[src/rtl/bulk_flash_pkg.sv]
package bulk_flash_pkg;

  typedef enum logic [2:0] {
    ST_READ      = 3'd0,
    ST_IDENT     = 3'd1,
    ST_ERS_SETUP = 3'd2,
    ST_ERASED    = 3'd3,
    ST_ERS_VFY   = 3'd4,
    ST_PGM_SETUP = 3'd5,
    ST_PGM       = 3'd6,
    ST_PGM_VFY   = 3'd7
  } fstate_e;

  localparam logic [7:0] OP_READ      = 8'h00;
  localparam logic [7:0] OP_ERASE     = 8'h20;
  localparam logic [7:0] OP_PROGRAM   = 8'h40;
  localparam logic [7:0] OP_IDENT_ALT = 8'h80;
  localparam logic [7:0] OP_IDENT     = 8'h90;
  localparam logic [7:0] OP_ERS_VFY   = 8'hA0;
  localparam logic [7:0] OP_PGM_VFY   = 8'hC0;
  localparam logic [7:0] OP_RESET     = 8'hFF;

endpackage

[src/rtl/bulk_flash_fsm.sv]
module bulk_flash_fsm
  import bulk_flash_pkg::*;
#(
  parameter int IDX_W = 6
) (
  input  logic             clk,
  input  logic             rst_n,
  input  logic             wr_en,
  input  logic             vpp_en,
  input  logic [7:0]       wdata,
  input  logic [IDX_W-1:0] wr_idx,
  output fstate_e          state_q,
  output logic [IDX_W-1:0] latch_idx_q,
  output logic             erase_all,
  output logic             prog_we,
  output logic             cmd_err_q
);

  fstate_e state_d;
  logic    latch_now;
  logic    reject;
  logic    take;

  assign take = wr_en && vpp_en;

  always_comb begin
    state_d   = state_q;
    erase_all = 1'b0;
    prog_we   = 1'b0;
    latch_now = 1'b0;
    reject    = 1'b0;
    if (take) begin
      unique case (state_q)
        ST_ERS_SETUP: begin
          if (wdata == OP_ERASE) begin
            erase_all = 1'b1;
            state_d   = ST_ERASED;
          end else if (wdata == OP_RESET) begin
            state_d = ST_READ;
          end else begin
            reject = 1'b1;
          end
        end
        ST_ERASED: begin
          if (wdata == OP_ERS_VFY) begin
            latch_now = 1'b1;
            state_d   = ST_ERS_VFY;
          end else begin
            reject = 1'b1;
          end
        end
        ST_PGM_SETUP: begin
          prog_we   = 1'b1;
          latch_now = 1'b1;
          state_d   = ST_PGM;
        end
        ST_PGM: begin
          if (wdata == OP_PGM_VFY) begin
            state_d = ST_PGM_VFY;
          end else if (wdata == OP_RESET) begin
            state_d = ST_READ;
          end else begin
            reject = 1'b1;
          end
        end
        default: begin
          unique case (wdata)
            OP_READ, OP_RESET:     state_d = ST_READ;
            OP_IDENT, OP_IDENT_ALT: state_d = ST_IDENT;
            OP_ERASE:              state_d = ST_ERS_SETUP;
            OP_PROGRAM:            state_d = ST_PGM_SETUP;
            OP_ERS_VFY: begin
              latch_now = 1'b1;
              state_d   = ST_ERS_VFY;
            end
            default:               reject = 1'b1;
          endcase
        end
      endcase
    end
  end

  always_ff @(posedge clk or negedge rst_n) begin
    if (!rst_n) begin
      state_q     <= ST_READ;
      latch_idx_q <= '0;
      cmd_err_q   <= 1'b0;
    end else begin
      state_q   <= state_d;
      cmd_err_q <= reject;
      if (latch_now) latch_idx_q <= wr_idx;
    end
  end

  // an unpowered write leaves the mode alone and flags nothing
  assert_unpowered_ignored_R2: assert property (@(posedge clk) disable iff (!rst_n)
    (wr_en && !vpp_en) |=> ($stable(state_q) && !cmd_err_q));

  // a rejected byte leaves the mode where it was
  assert_reject_holds_mode_R10: assert property (@(posedge clk) disable iff (!rst_n)
    cmd_err_q |-> $stable(state_q));

  // entering erase verify always captures the written address
  assert_verify_latch_R4: assert property (@(posedge clk) disable iff (!rst_n)
    (take && state_d == ST_ERS_VFY && state_q != ST_ERS_VFY) |=> (latch_idx_q == $past(wr_idx)));

endmodule

[src/rtl/bulk_flash_array.sv]
module bulk_flash_array #(
  parameter int DEPTH = 64,
  parameter int IDX_W = 6
) (
  input  logic             clk,
  input  logic             rst_n,
  input  logic             erase_all,
  input  logic             prog_we,
  input  logic [IDX_W-1:0] prog_idx,
  input  logic [7:0]       prog_data,
  input  logic [IDX_W-1:0] rd_idx,
  output logic [7:0]       rd_byte
);

  logic [7:0] mem_q [DEPTH];
  logic [7:0] prog_old;

  for (genvar i = 0; i < DEPTH; i++) begin : g_cell
    always_ff @(posedge clk or negedge rst_n) begin
      if (!rst_n) begin
        mem_q[i] <= 8'hFF;
      end else if (erase_all) begin
        mem_q[i] <= 8'hFF;
      end else if (prog_we && prog_idx == IDX_W'(i)) begin
        mem_q[i] <= mem_q[i] & prog_data;
      end
    end
  end

  assign rd_byte  = mem_q[rd_idx];
  assign prog_old = mem_q[prog_idx];

  // programming never sets a bit that was clear
  assert_prog_clears_only_R5: assert property (@(posedge clk) disable iff (!rst_n)
    prog_we |=> ((mem_q[$past(prog_idx)] & ~$past(prog_old)) == 8'h00));

  // a bulk erase leaves both ends of the array at all ones
  assert_erase_fills_R3: assert property (@(posedge clk) disable iff (!rst_n)
    erase_all |=> (mem_q[0] == 8'hFF && mem_q[DEPTH-1] == 8'hFF));

endmodule

[src/rtl/bulk_flash_rdmux.sv]
module bulk_flash_rdmux
  import bulk_flash_pkg::*;
#(
  parameter int         ADDR_W   = 12,
  parameter logic [7:0] MFG_CODE = 8'h89,
  parameter logic [7:0] DEV_CODE = 8'hB4,
  parameter logic [7:0] OPEN_BUS = 8'h00
) (
  input  logic              clk,
  input  logic              rst_n,
  input  logic              rd_en,
  input  fstate_e           state_q,
  input  logic [ADDR_W-1:0] addr,
  input  logic [7:0]        arr_byte,
  output logic [7:0]        rdata_q
);

  logic [7:0] sel;

  always_comb begin
    unique case (state_q)
      ST_READ, ST_ERS_VFY, ST_PGM_VFY: sel = arr_byte;
      ST_IDENT: begin
        if (addr == ADDR_W'(0))      sel = MFG_CODE;
        else if (addr == ADDR_W'(1)) sel = DEV_CODE;
        else                         sel = OPEN_BUS;
      end
      default: sel = OPEN_BUS;
    endcase
  end

  always_ff @(posedge clk or negedge rst_n) begin
    if (!rst_n)     rdata_q <= 8'h00;
    else if (rd_en) rdata_q <= sel;
  end

  // read data moves only on a read edge
  assert_rdata_holds_R12: assert property (@(posedge clk) disable iff (!rst_n)
    !rd_en |=> $stable(rdata_q));

  // reads inside an unfinished sequence see the open-bus value
  assert_open_bus_R11: assert property (@(posedge clk) disable iff (!rst_n)
    (rd_en && (state_q == ST_ERS_SETUP || state_q == ST_ERASED ||
               state_q == ST_PGM_SETUP || state_q == ST_PGM)) |=> (rdata_q == OPEN_BUS));

endmodule

[src/rtl/bulk_flash_ctrl.sv]
module bulk_flash_ctrl
  import bulk_flash_pkg::*;
#(
  parameter int         ADDR_W   = 12,
  parameter int         DEPTH    = 64,
  parameter logic [7:0] MFG_CODE = 8'h89,
  parameter logic [7:0] DEV_CODE = 8'hB4,
  parameter logic [7:0] OPEN_BUS = 8'h00
) (
  input  logic              clk,
  input  logic              rst_n,
  input  logic [ADDR_W-1:0] addr,
  input  logic [7:0]        wdata,
  input  logic              wr_en,
  input  logic              rd_en,
  input  logic              vpp_en,
  output logic [7:0]        rdata,
  output logic              cmd_err
);

  localparam int IDX_W = (DEPTH > 1) ? $clog2(DEPTH) : 1;

  initial begin
    if ((DEPTH & (DEPTH - 1)) != 0 || DEPTH < 2)
      $error("DEPTH must be a power of two of at least 2");
    if (ADDR_W < IDX_W)
      $error("ADDR_W too narrow for DEPTH");
  end

  fstate_e          state_q;
  logic [IDX_W-1:0] latch_idx_q;
  logic [IDX_W-1:0] bus_idx;
  logic [IDX_W-1:0] rd_idx;
  logic             erase_all;
  logic             prog_we;
  logic [7:0]       arr_byte;

  assign bus_idx = addr[IDX_W-1:0];
  assign rd_idx  = (state_q == ST_ERS_VFY || state_q == ST_PGM_VFY) ? latch_idx_q : bus_idx;

  bulk_flash_fsm #(.IDX_W(IDX_W)) u_fsm (
    .clk         (clk),
    .rst_n       (rst_n),
    .wr_en       (wr_en),
    .vpp_en      (vpp_en),
    .wdata       (wdata),
    .wr_idx      (bus_idx),
    .state_q     (state_q),
    .latch_idx_q (latch_idx_q),
    .erase_all   (erase_all),
    .prog_we     (prog_we),
    .cmd_err_q   (cmd_err)
  );

  bulk_flash_array #(.DEPTH(DEPTH), .IDX_W(IDX_W)) u_array (
    .clk       (clk),
    .rst_n     (rst_n),
    .erase_all (erase_all),
    .prog_we   (prog_we),
    .prog_idx  (bus_idx),
    .prog_data (wdata),
    .rd_idx    (rd_idx),
    .rd_byte   (arr_byte)
  );

  bulk_flash_rdmux #(
    .ADDR_W   (ADDR_W),
    .MFG_CODE (MFG_CODE),
    .DEV_CODE (DEV_CODE),
    .OPEN_BUS (OPEN_BUS)
  ) u_rdmux (
    .clk      (clk),
    .rst_n    (rst_n),
    .rd_en    (rd_en),
    .state_q  (state_q),
    .addr     (addr),
    .arr_byte (arr_byte),
    .rdata_q  (rdata)
  );

  // the error flag is a single-cycle pulse
  assert_err_single_R10: assert property (@(posedge clk) disable iff (!rst_n)
    (cmd_err && !(wr_en && vpp_en)) |=> !cmd_err);

endmodule

[config.mk]
export PLATFORM = sky130hd
export DESIGN_NAME = bulk_flash_ctrl
export DESIGN_NICKNAME = d
export VERILOG_FILES = /design/src/rtl/bulk_flash_pkg.sv /design/src/rtl/bulk_flash_fsm.sv /design/src/rtl/bulk_flash_array.sv /design/src/rtl/bulk_flash_rdmux.sv /design/src/rtl/bulk_flash_ctrl.sv
export SDC_FILE = /design/constraint.sdc
export NUM_CORES = 1
export LEC_CHECK = 0
export BUFFER_PORTS_ARGS = -buffer_cell sky130_fd_sc_hd__buf_2
export CORE_UTILIZATION = 55
export CTS_CLUSTER_SIZE = 30
export DETAILED_ROUTE_END_ITERATION = 10
export HOLD_SLACK_MARGIN = 0.02
export PLACE_DENSITY = 0.71
export SYNTH_ARGS = -nofsm -noshare
export SYNTH_HDL_FRONTEND = slang
export SYNTH_SLANG_ARGS = --single-unit
export TNS_END_PERCENT = 100
[constraint.sdc]
create_clock -name clk -period 3.3 [get_ports clk]
set_input_delay 0.33 -clock clk [delete_from_list [all_inputs] [get_ports clk]]
set_output_delay 0.33 -clock clk [all_outputs]
set_load 0.005 [all_outputs]
* Word-level counts from Yosys, hierarchy flattened
Cells that the tools add are included.
** Cells by class
- Order comparisons :: 1
- Eq/ne operators :: 79
- Multiplexer cells :: 156
- Bitwise operators :: 65
- Reduce and logical (&&, ||, !) cells :: 141
** Operators by type and width (count)
- 8-bit 2-to-1 mux :: 132
- 8-bit bitwise AND :: 64
- 6-bit equality test, second input constant :: 32
- 2-bit nonzero test :: 64
- 6-bit by 5-bit equality test with 1-bit output, second input constant :: 16
- 1-bit logical AND :: 65
- 8-bit binary-select mux with 6-bit select :: 1
- 6-bit by 4-bit equality test with 1-bit output, second input constant :: 8
- 8-bit equality test, second input constant :: 5
- 6-bit by 3-bit equality test with 1-bit output, second input constant :: 4
- 8-bit case mux with 2 select lines :: 1
- 3-bit case mux with 5 select lines :: 1
- 1-bit 2-to-1 mux :: 13
- 12-bit by 1-bit equality test with 1-bit output, second input constant :: 1
- 3-bit equality test, second input constant :: 4
- 6-bit by 2-bit equality test with 1-bit output, second input constant :: 2
- 12-bit zero test :: 1
- 3-bit 2-to-1 mux :: 4
- 3-bit case mux with 4 select lines :: 1
- 8-bit by 6-bit equality test with 1-bit output, second input constant :: 1
- 8-bit by 7-bit equality test with 1-bit output, second input constant :: 1
- 8-bit zero test :: 1
- 8-bit nonzero test :: 1
- 7-bit >= comparator, second input constant :: 1
- 15 further kinds :: 18
** Word-level totals
- Bits in registers :: 530
- Output and inout port bits :: 9
- Word-level logic and storage cells :: 510

* Depth between registers and ports, before layout
Gate-level depths: netlist (run 1).
- Depth after elaboration :: 8
- Gate-level depth with buffers :: 13

* Cells and area by module
From an unflattened synthesis (run 1), not the netlist that was laid out.
** Unflattened totals
- Cell total of the unflattened synthesis :: 2199
- Area total of the unflattened synthesis :: 25728.4 sq um
** Modules (own cells, without submodules)
- bulk_flash_array :: times used 1, cells an instance 2070, area each 24345.8 sq um, seq. area each 13452.9 sq um
- bulk_flash_fsm :: times used 1, cells an instance 83, area each 797.0 sq um, seq. area each 250.2 sq um
- bulk_flash_rdmux :: times used 1, cells an instance 38, area each 467.9 sq um, seq. area each 200.2 sq um
- bulk_flash_ctrl :: times used 1, cells an instance 8, area each 117.6 sq um, seq. area each 0.0 sq um

* Least setup slack after synthesis (run 1)
No wires, ideal clock.
- Path kind :: flip-flop to flip-flop
- Start point :: register u_fsm.latch_idx_q[0]
- End point :: register u_rdmux.rdata_q[6]
- Library setup time :: 0.138 ns
- Arrival :: 2.624 ns
- Slack :: 0.538 ns
- Stages on the path, launching flop included :: 11
- Cells stage by stage :: dfrtp_1 -> buf_2 -> and2_1 -> and2_4 -> nor2_2 -> buf_6 -> buf_6 -> mux4_2 -> a221oi_1 -> o22ai_1 -> or4_1
** On the way
- Longest elaborated chain between the ends :: 6
** Ends and longest elaborated chain
- start, declared :: RTL line bulk_flash_fsm.sv:13 : output logic [IDX_W-1:0] latch_idx_q,
- start signal, assigned :: RTL line bulk_flash_fsm.sv:91 : if (latch_now) latch_idx_q <= wr_idx;
- 6-bit 2-to-1 mux :: RTL line bulk_flash_ctrl.sv:39 : assign rd_idx = (state_q == ST_ERS_VFY || state_q == ST_PGM_VFY) ? latch_idx_q : bus_idx;
- 6-bit NOT with 7-bit output (not written as such) :: RTL line bulk_flash_array.sv:30 : assign rd_byte = mem_q[rd_idx];
- 8-bit binary-select mux with 6-bit select :: RTL line bulk_flash_array.sv:30
- 8-bit 2-to-1 mux (not written as such) (2 in a row) :: RTL line bulk_flash_array.sv:30
- 8-bit case mux with 2 select lines :: RTL line bulk_flash_rdmux.sv:21 : unique case (state_q)
- end signal, assigned :: RTL line bulk_flash_rdmux.sv:34 : else if (rd_en) rdata_q <= sel;
- end, declared :: RTL line bulk_flash_rdmux.sv:15 : output logic [7:0] rdata_q
Every way passes these cells. The select of a mux whose other input is x is not followed.
A chain may end at the register's enable or synchronous reset.

* Final worst setup path (run 1)
- Start point :: register u_fsm.state_q[0]
- End point :: register u_rdmux.rdata_q[7]
** On the way
- Longest elaborated chain between the ends :: 8
- Elaborated cells on any way between the ends :: 12
** Ends and longest elaborated chain
- start, declared :: RTL line bulk_flash_fsm.sv:12 : output fstate_e state_q,
- start signal, assigned :: RTL line bulk_flash_fsm.sv:89 : state_q <= state_d;
- 3-bit equality test :: RTL line bulk_flash_rdmux.sv:21, bulk_flash_ctrl.sv:39
- 1-bit logical OR :: RTL line bulk_flash_ctrl.sv:39
- 6-bit 2-to-1 mux :: RTL line bulk_flash_ctrl.sv:39
- 6-bit NOT with 7-bit output (not written as such) :: RTL line bulk_flash_array.sv:30
- 8-bit binary-select mux with 6-bit select :: RTL line bulk_flash_array.sv:30
- 8-bit 2-to-1 mux (not written as such) (2 in a row) :: RTL line bulk_flash_array.sv:30
- 8-bit case mux with 2 select lines (*) :: RTL line bulk_flash_rdmux.sv:21
Every way passes the cells marked *; elsewhere a longest branch is shown, timed or not. The select of a mux whose other input is x is not followed.

==> results of run 1 <==
[metrics by stage]
step / area [µm²] / util [%] / hold WS [ns]
after floorplan: 24900 / - / 0.0344
after global placement: 26200 / 59.0 / 0.462
after detailed placement: 26200 / 59.0 / 0.467
after CTS: 28100 / 63.4 / 0.0414
after global routing: 28200 / 63.6 / 0.0607
final: 28200 / 63.6 / 0.0629
[sequential cells by signal, summed over array words and instances (netlist names)]
signal and cells:
u_fsm.cmd_err_q 1, u_array.mem_q 512, u_fsm.latch_idx_q 6, u_rdmux.rdata_q 8, u_fsm.state_q 3
[layout by cell type, fill, tap and decap left out, types with 18 or more instances in the layout]
cell and count:
nor2_1 49, mux4_2 38, o21ai_0 564, a31oi_1 33, buf_12 25, a21oi_1 27
dfrtp_1 18, clkbuf_16 55, buf_2 32, dfstp_2 512, a211oi_1 31, and3_1 29
nand3_1 57, buf_4 103, mux2i_1 60, nand2_1 769
[worst register-to-register path, delay by kind of cell (launching register included)]
kind            cells  cell delay (ns)
flops               1             0.50
buf+inv             2             0.50
simple gates        4             0.62
compound gates      3             1.19
xor+xnor            1             0.34
[layer usage]
metal / GRT usage, % / wire length (µm) / vias to the layer above
met5: 0 / 10 / -
met4: 19.0 / 4630 / 2
met3: 10.3 / 9320 / 296
met2: 53.3 / 36400 / 1297
met1: 49.6 / 33100 / 10800
li1: - / - / 9123
[kinds of logic (layout without fill, tap and decap cells)]
| logic type | after synthesis | count (layout) |
|---|---|---|
| and+or+nand+nor | 973 | 973 |
| buffers and inverters | 213 | 266 |
| AOI/OAI and AO/OA | 784 | 784 |
| xor gates and xnor gates | 2 | 2 |
| DFF | 530 | 530 |
| muxes | 112 | 112 |
[power breakdown]
group	internal (mW)	switching, mW
Sequential	6.73	0.192
Combinational	2.51	5.01
Clock	4.04	2.65
Total	13.3	7.85
[area by class of cell]
type | count | area (µm²) | share of cell area, %
inverters | 5 | 18.8 | 0.0665
multi-input cells | 1871 | 10200 | 36.1
clock buffers | 81 | 1590 | 5.65
repair buffers | 162 | 1460 | 5.17
well taps | 592 | 741 | 2.62
flip-flops and latches | 530 | 13900 | 49.3
clock inverters | 18 | 334 | 1.18
[what timing repair did]
action / in CTS / in global routing
endpoints found under the setup margin: 0 / 7
endpoints found under the hold margin: 12 / 0
gates resized for setup: 0 / 3
hold buffers: 1 / 0
setup buffers: 0 / 6
[worst max-delay path by stage]
stage | startpoint | endpoint | slack [ns] | depth (start not counted)
after floorplan | u_fsm.latch_idx_q[0] | u_rdmux.rdata_q[6] | 0.54 | 10
after global placement | u_fsm.state_q[1] | u_rdmux.rdata_q[7] | 0.09 | 9
after detailed placement | u_fsm.state_q[1] | u_rdmux.rdata_q[7] | 0.09 | 9
after CTS | u_fsm.state_q[1] | u_rdmux.rdata_q[7] | 0.05 | 10
after global routing | u_fsm.state_q[0] | u_rdmux.rdata_q[7] | 0.01 | 10
final | u_fsm.state_q[0] | u_rdmux.rdata_q[7] | 0.11 | 10
[cell usage after synthesis (5+ instances only)]
library cell	number	area [µm²]
o211ai_1	7	52.6
and2_1	6	37.5
a211oi_1	31	233
a32oi_1	14	123
buf_2	28	140
nand2_1	771	2890
o22ai_1	8	50.1
a311oi_1	14	123
a21oi_1	28	140
a31o_2	8	70.1
nand3_1	57	285
buf_1	6	22.5
nand2b_1	10	62.6
nand4_1	9	56.3
mux2i_1	60	601
dfstp_2	512	13500
nor3_1	14	70.1
a221o_1	8	80.1
a31oi_1	33	206
o21ai_0	564	2820
inv_1	5	18.8
a21boi_0	9	67.6
a22oi_1	8	60.1
nor2_1	50	188
buf_4	10	75.1
dfrtp_1	18	450
mux4_2	38	856
clkbuf_1	160	601
a221oi_1	12	105
and3_1	29	181
mux2_2	14	158
==> run metrics, run 1 <==
status=completed; largest family of logic cells by synthesized area=compound AO/OA/AOI/OAI gates; syn_nets=2639; crit end category=flip-flop; simple-gate area share of the yosys netlist=15.9%; Setup CP Type=reg -> reg; Routability Congestion=0.996; total grt overflow=0; DR WL/cell=25.6 µm; Hold/Removal Path Class=in -> reg; sequential fraction of the synthesis area=55.8%; CTS Buf Count=54; Buffers on Ports=33; Avg Synthesized Cell Area=9.53 µm²; Rel. slew slack=35.5%; VDD IR max=0.511 mV; worst min-delay path endpoint=u_fsm.latch_idx_q[5]; Crit path required time=3.86 ns; synthesized instance count=2614; fmax=0.314 GHz; PD cells=748 mW/mm²; CP Max Fanout=57; Post-synth EDFFs=0; CTS tree=done; Data arrival, critical path=3.75 ns; synthesis-to-layout area growth=13.3%; Max Cap Violations=0; post-synthesis xor/xnor area fraction=0.176%; global router's overall resource usage=36.5%; die width=215 µm; Cell Chain, Critical Path=xnor2_4 -> nand2_2 -> nand2_8 -> buf_12 -> a211oi_1 -> a311oi_1 -> nor3_1 -> a2111oi_1 -> buf_4 -> or3_1; number of DRC markers in iteration 0=3073; Reg clk slew, reported paths=0.06 ns; DR vias/cell=6.59; CORE AREA=0.0444 mm²; drt pass-1 iters=6; R2R Path End=u_rdmux.rdata_q[7]; CTS Sinks=530; commonest register cell after synthesis=dfstp_2; worst skew pair latency=0.62 ns; Final Non-Filler Cells=3259; DIE AREA=0.0461 mm²; Routed Antenna Nets=0; setup tns final=0 ns; H-Tree Depth=2; CTS root buffer=clkbuf_16; crit path time final=3.19 ns; Synth Register Bits=530; I/O pin total=34; Synth Area in Compound Gates=18.0%; Buffers & Inverters on Critical Path=2; skew final=0.0203 ns; FF-to-FF Start=u_fsm.state_q[0]; Vert. Die Dim=215 µm; mux share of post-synthesis cell area=6.48%; Placement Setup Slack=0.0893 ns; Crit path largest cell delay=0.51 ns; number of diodes=0; Routed WL=83.5 mm; largest net degree at the start of global routing=109; via count=21500; vias in the first global route=21000; critical path's top delay family=compound AO/OA/AOI/OAI gates; endpoints failing setup=0; nets@finish=2649; Worst setup SP type=flip-flop; clock buffer depth=3; number of distinct library cells after synthesis=67; first-pass GRT wire length=128 mm; RSZ-0062 raised after global routing=no; Residual DRC=0; CP max stage cell=a2111oi_1; Mapped Area=0.0249 mm²; Fillers=3546; placed insts=3153; Hold Crit Depth=2; std cell rows=77; Slew @ Worst Pin=0.968 ns; flop2flop setup slack=0.11 ns; DP HPWL=53.8 mm; crit share post-route=96.6%; initial antenna violation count=1; Overall Power=21.1 mW; Hold Startpoint=addr[5]; asr flop ratio synth=100%; yosys warns=0; worst setup margin=0.113 ns; Synth Area in Adders=0%; pins over their slew limit=0; Reg2Reg Depth=10; Initial Utilization=56.1%; Leakage=13.2 nW; share of layout cells above drive strength 1=31.4%; Fin. Hold Viols=0
Power figures use the tool's default switching activity.
==> run 2, diff against run 1 <==
--- a/config.mk
+++ b/config.mk
@@ -7,10 +7,12 @@
 export LEC_CHECK = 0
 export BUFFER_PORTS_ARGS = -buffer_cell sky130_fd_sc_hd__buf_2
 export CORE_UTILIZATION = 55
+export CTS_BUF_LIST = sky130_fd_sc_hd__clkbuf_2
 export CTS_CLUSTER_SIZE = 30
 export DETAILED_ROUTE_END_ITERATION = 10
 export HOLD_SLACK_MARGIN = 0.02
 export PLACE_DENSITY = 0.71
+export SKIP_LAST_GASP = 1
 export SYNTH_ARGS = -nofsm -noshare
 export SYNTH_HDL_FRONTEND = slang
 export SYNTH_SLANG_ARGS = --single-unit
==> run metrics, run 2 (synthesis results as in run 1) <==
H-Tree Depth=4 (was 2); Worst setup SP type=flip-flop (unchanged); setup tns final=0 ns (unchanged); Slew @ Worst Pin=0.965 ns (was 0.968 ns); Routed WL=85.2 mm (was 83.5 mm); largest net degree at the start of global routing=103 (was 109); placed cell areas=0.0262 mm² (unchanged); CP Max Fanout=57 (unchanged); DR vias/cell=6.45 (was 6.59); global router's overall resource usage=37.6% (was 36.5%); R2R Path End=u_rdmux.rdata_q[7] (unchanged); Max Cap Violations=0 (unchanged); I/O pin total=34 (unchanged); status=completed (unchanged); drt pass-1 iters=7 (was 6); die width=215 µm (unchanged); synthesis-to-layout area growth=12.2% (was 13.3%); fmax=0.310 GHz (was 0.314 GHz); Routability Congestion=0.996 (unchanged); Reg clk slew, reported paths=0.12 ns (was 0.06 ns); crit end category=flip-flop (unchanged); RSZ-0062 raised after global routing=no (unchanged); std cell rows=77 (unchanged); Fin. Hold Viols=0 (unchanged); Vert. Die Dim=215 µm (unchanged); Rel. slew slack=35.5% (about the same); skew final=0.0747 ns (was 0.0203 ns); clock buffer depth=3 (unchanged); share of layout cells above drive strength 1=34.0% (was 31.4%); Hold/Removal Path Class=in -> async (was in -> reg); crit share post-route=97.7% (was 96.6%); total grt overflow=0 (unchanged); flop2flop setup slack=0.07 ns (was 0.11 ns); DP HPWL=53.8 mm (unchanged); CTS Sinks=530 (unchanged); worst skew pair latency=1.32 ns (was 0.62 ns); Buffers on Ports=33 (unchanged); Setup CP Type=reg -> reg (unchanged); Placement Setup Slack=0.0893 ns (unchanged); nets@finish=2778 (was 2649); FF-to-FF Start=u_fsm.state_q[0] (unchanged); commonest cells after routing, fill and taps aside=769 x nand2_1, 564 x o21ai_0, 512 x dfstp_2, 198 x clkbuf_2, 106 x buf_4 (was 769 x nand2_1, 564 x o21ai_0, 512 x dfstp_2, 103 x buf_4, 60 x mux2i_1); post-route cell area=0.0280 mm² (was 0.0282 mm²); crit path time final=3.23 ns (was 3.19 ns); pins over their slew limit=0 (unchanged); largest reg by FF count=u_array.mem_q (unchanged); number of DRC markers in iteration 0=3088 (was 3073); CTS root buffer=clkbuf_2 (was clkbuf_16); via count=22100 (was 21500); Data arrival, critical path=4.49 ns (was 3.75 ns); Residual DRC=0 (unchanged); VDD IR max=0.534 mV (was 0.511 mV); DIE AREA=0.0461 mm² (unchanged); DR WL/cell=24.8 µm (was 25.6 µm); endpoints failing setup=0 (unchanged); worst setup margin=0.0746 ns (was 0.113 ns); max reg flops=512 (unchanged); CTS tree=done (unchanged); Routed Antenna Nets=0 (unchanged); CTS Buf Count=139 (was 54); PD cells=687 mW/mm² (was 748 mW/mm²); Initial Utilization=56.1% (unchanged); initial antenna violation count=2 (was 1); Top Registers=u_array.mem_q x512, u_rdmux.rdata_q x8, u_fsm.latch_idx_q x6 (unchanged); vias in the first global route=21700 (was 21000); Reg2Reg Depth=10 (unchanged); Crit path required time=4.57 ns (was 3.86 ns); first-pass GRT wire length=131 mm (was 128 mm); Leakage=13.4 nW (was 13.2 nW); CORE AREA=0.0444 mm² (unchanged); most common cell after layout, fill and taps aside=nand2_1 (unchanged)
-- run 2: changes by cell type in the layout (fill, tap and decap cells not counted), moves of 2 or more --
cell           change
clkinv_1          +19
dfrtp_1            -2
clkinv_2           -6
clkbuf_2         +198
dfrtp_2            +2
bufinv_16          -5
inv_2              +4
dlygate4sd3_1     +41
clkbuf_1          -14
buf_4              +3
clkbuf_8          -12
clkbuf_16         -55
-- run 2: area by class of cell --
cell class	instances	area, µm²
well taps	592	741
multi-input cells	1871	10200
repair buffers	206	1890
inverters	5	18.8
clock buffers	198	991
flip-flops and latches	530	13900
fillers	3719	16500
diodes	1	2.50
clock inverters	28	211
-- run 2: report_power, final --
| part | internal [mW] | leakage (nW) | switching [mW] |
|---|---|---|---|
| sequential | 6.72 | 5.50 | 0.198 |
| clock | 1.89 | 0.930 | 2.73 |
| combinational | 2.60 | 6.94 | 5.06 |
| total | 11.2 | 13.4 | 7.99 |
-- run 2: how the worst max path moves through the flow --
stage	start	to	slack, ns	depth (start not counted)
after floorplan	u_fsm.latch_idx_q[0]	u_rdmux.rdata_q[6]	0.54	10
after detailed placement	u_fsm.state_q[1]	u_rdmux.rdata_q[7]	0.09	9
after global placement	u_fsm.state_q[1]	u_rdmux.rdata_q[7]	0.09	9
final	u_fsm.state_q[0]	u_rdmux.rdata_q[7]	0.07	10
after global routing	u_fsm.state_q[0]	u_array.mem_q[469]	0.03	9
after CTS	u_fsm.state_q[1]	u_rdmux.rdata_q[3]	0.05	7
-- run 2: layer usage --
layer | track usage [%] | vias up | part of all wire, % | wire (µm)
met2 | 54.8 | 1463 | 44 | 37700
li1 | - | 9438 | - | -
met1 | 50.8 | 10900 | 39 | 33400
met3 | 11.7 | 267 | 12 | 10100
met5 | 0 | - | 0 | 0
met4 | 19.2 | 0 | 4.8 | 4120
-- run 2: stage by stage --
step | hold slack (ns) | power [mW] | std cells | utilization (%)
floorplan | 0.0344 | 10.8 | 2614 | -
global placement | 0.462 | 14.0 | 3153 | 59.0
detailed placement | 0.467 | 14.1 | 3153 | 59.0
CTS | 0.0240 | 18.8 | 3422 | 62.7
global route | 0.0924 | 19.8 | 3431 | 62.9
finish | 0.108 | 19.2 | 3431 | 62.9
-- run 2: repair_timing --
item                        CTS  global route
setup endpoints to repair     0            14
setup buffers                 0             9
hold buffers                 43             0
hold endpoints to repair   1051             0
resized for setup             0             9
-- run 2: critical path, cell delays in order (launching register included) --
cell	delay, ns
dfrtp_2	0.49
xnor2_4	0.31
nand2_2	0.18
nand2_8	0.20
buf_12	0.32
a211oi_1	0.17
a311oi_1	0.43
nor3_1	0.18
a2111oi_1	0.53
buf_4	0.20
or3_1	0.09
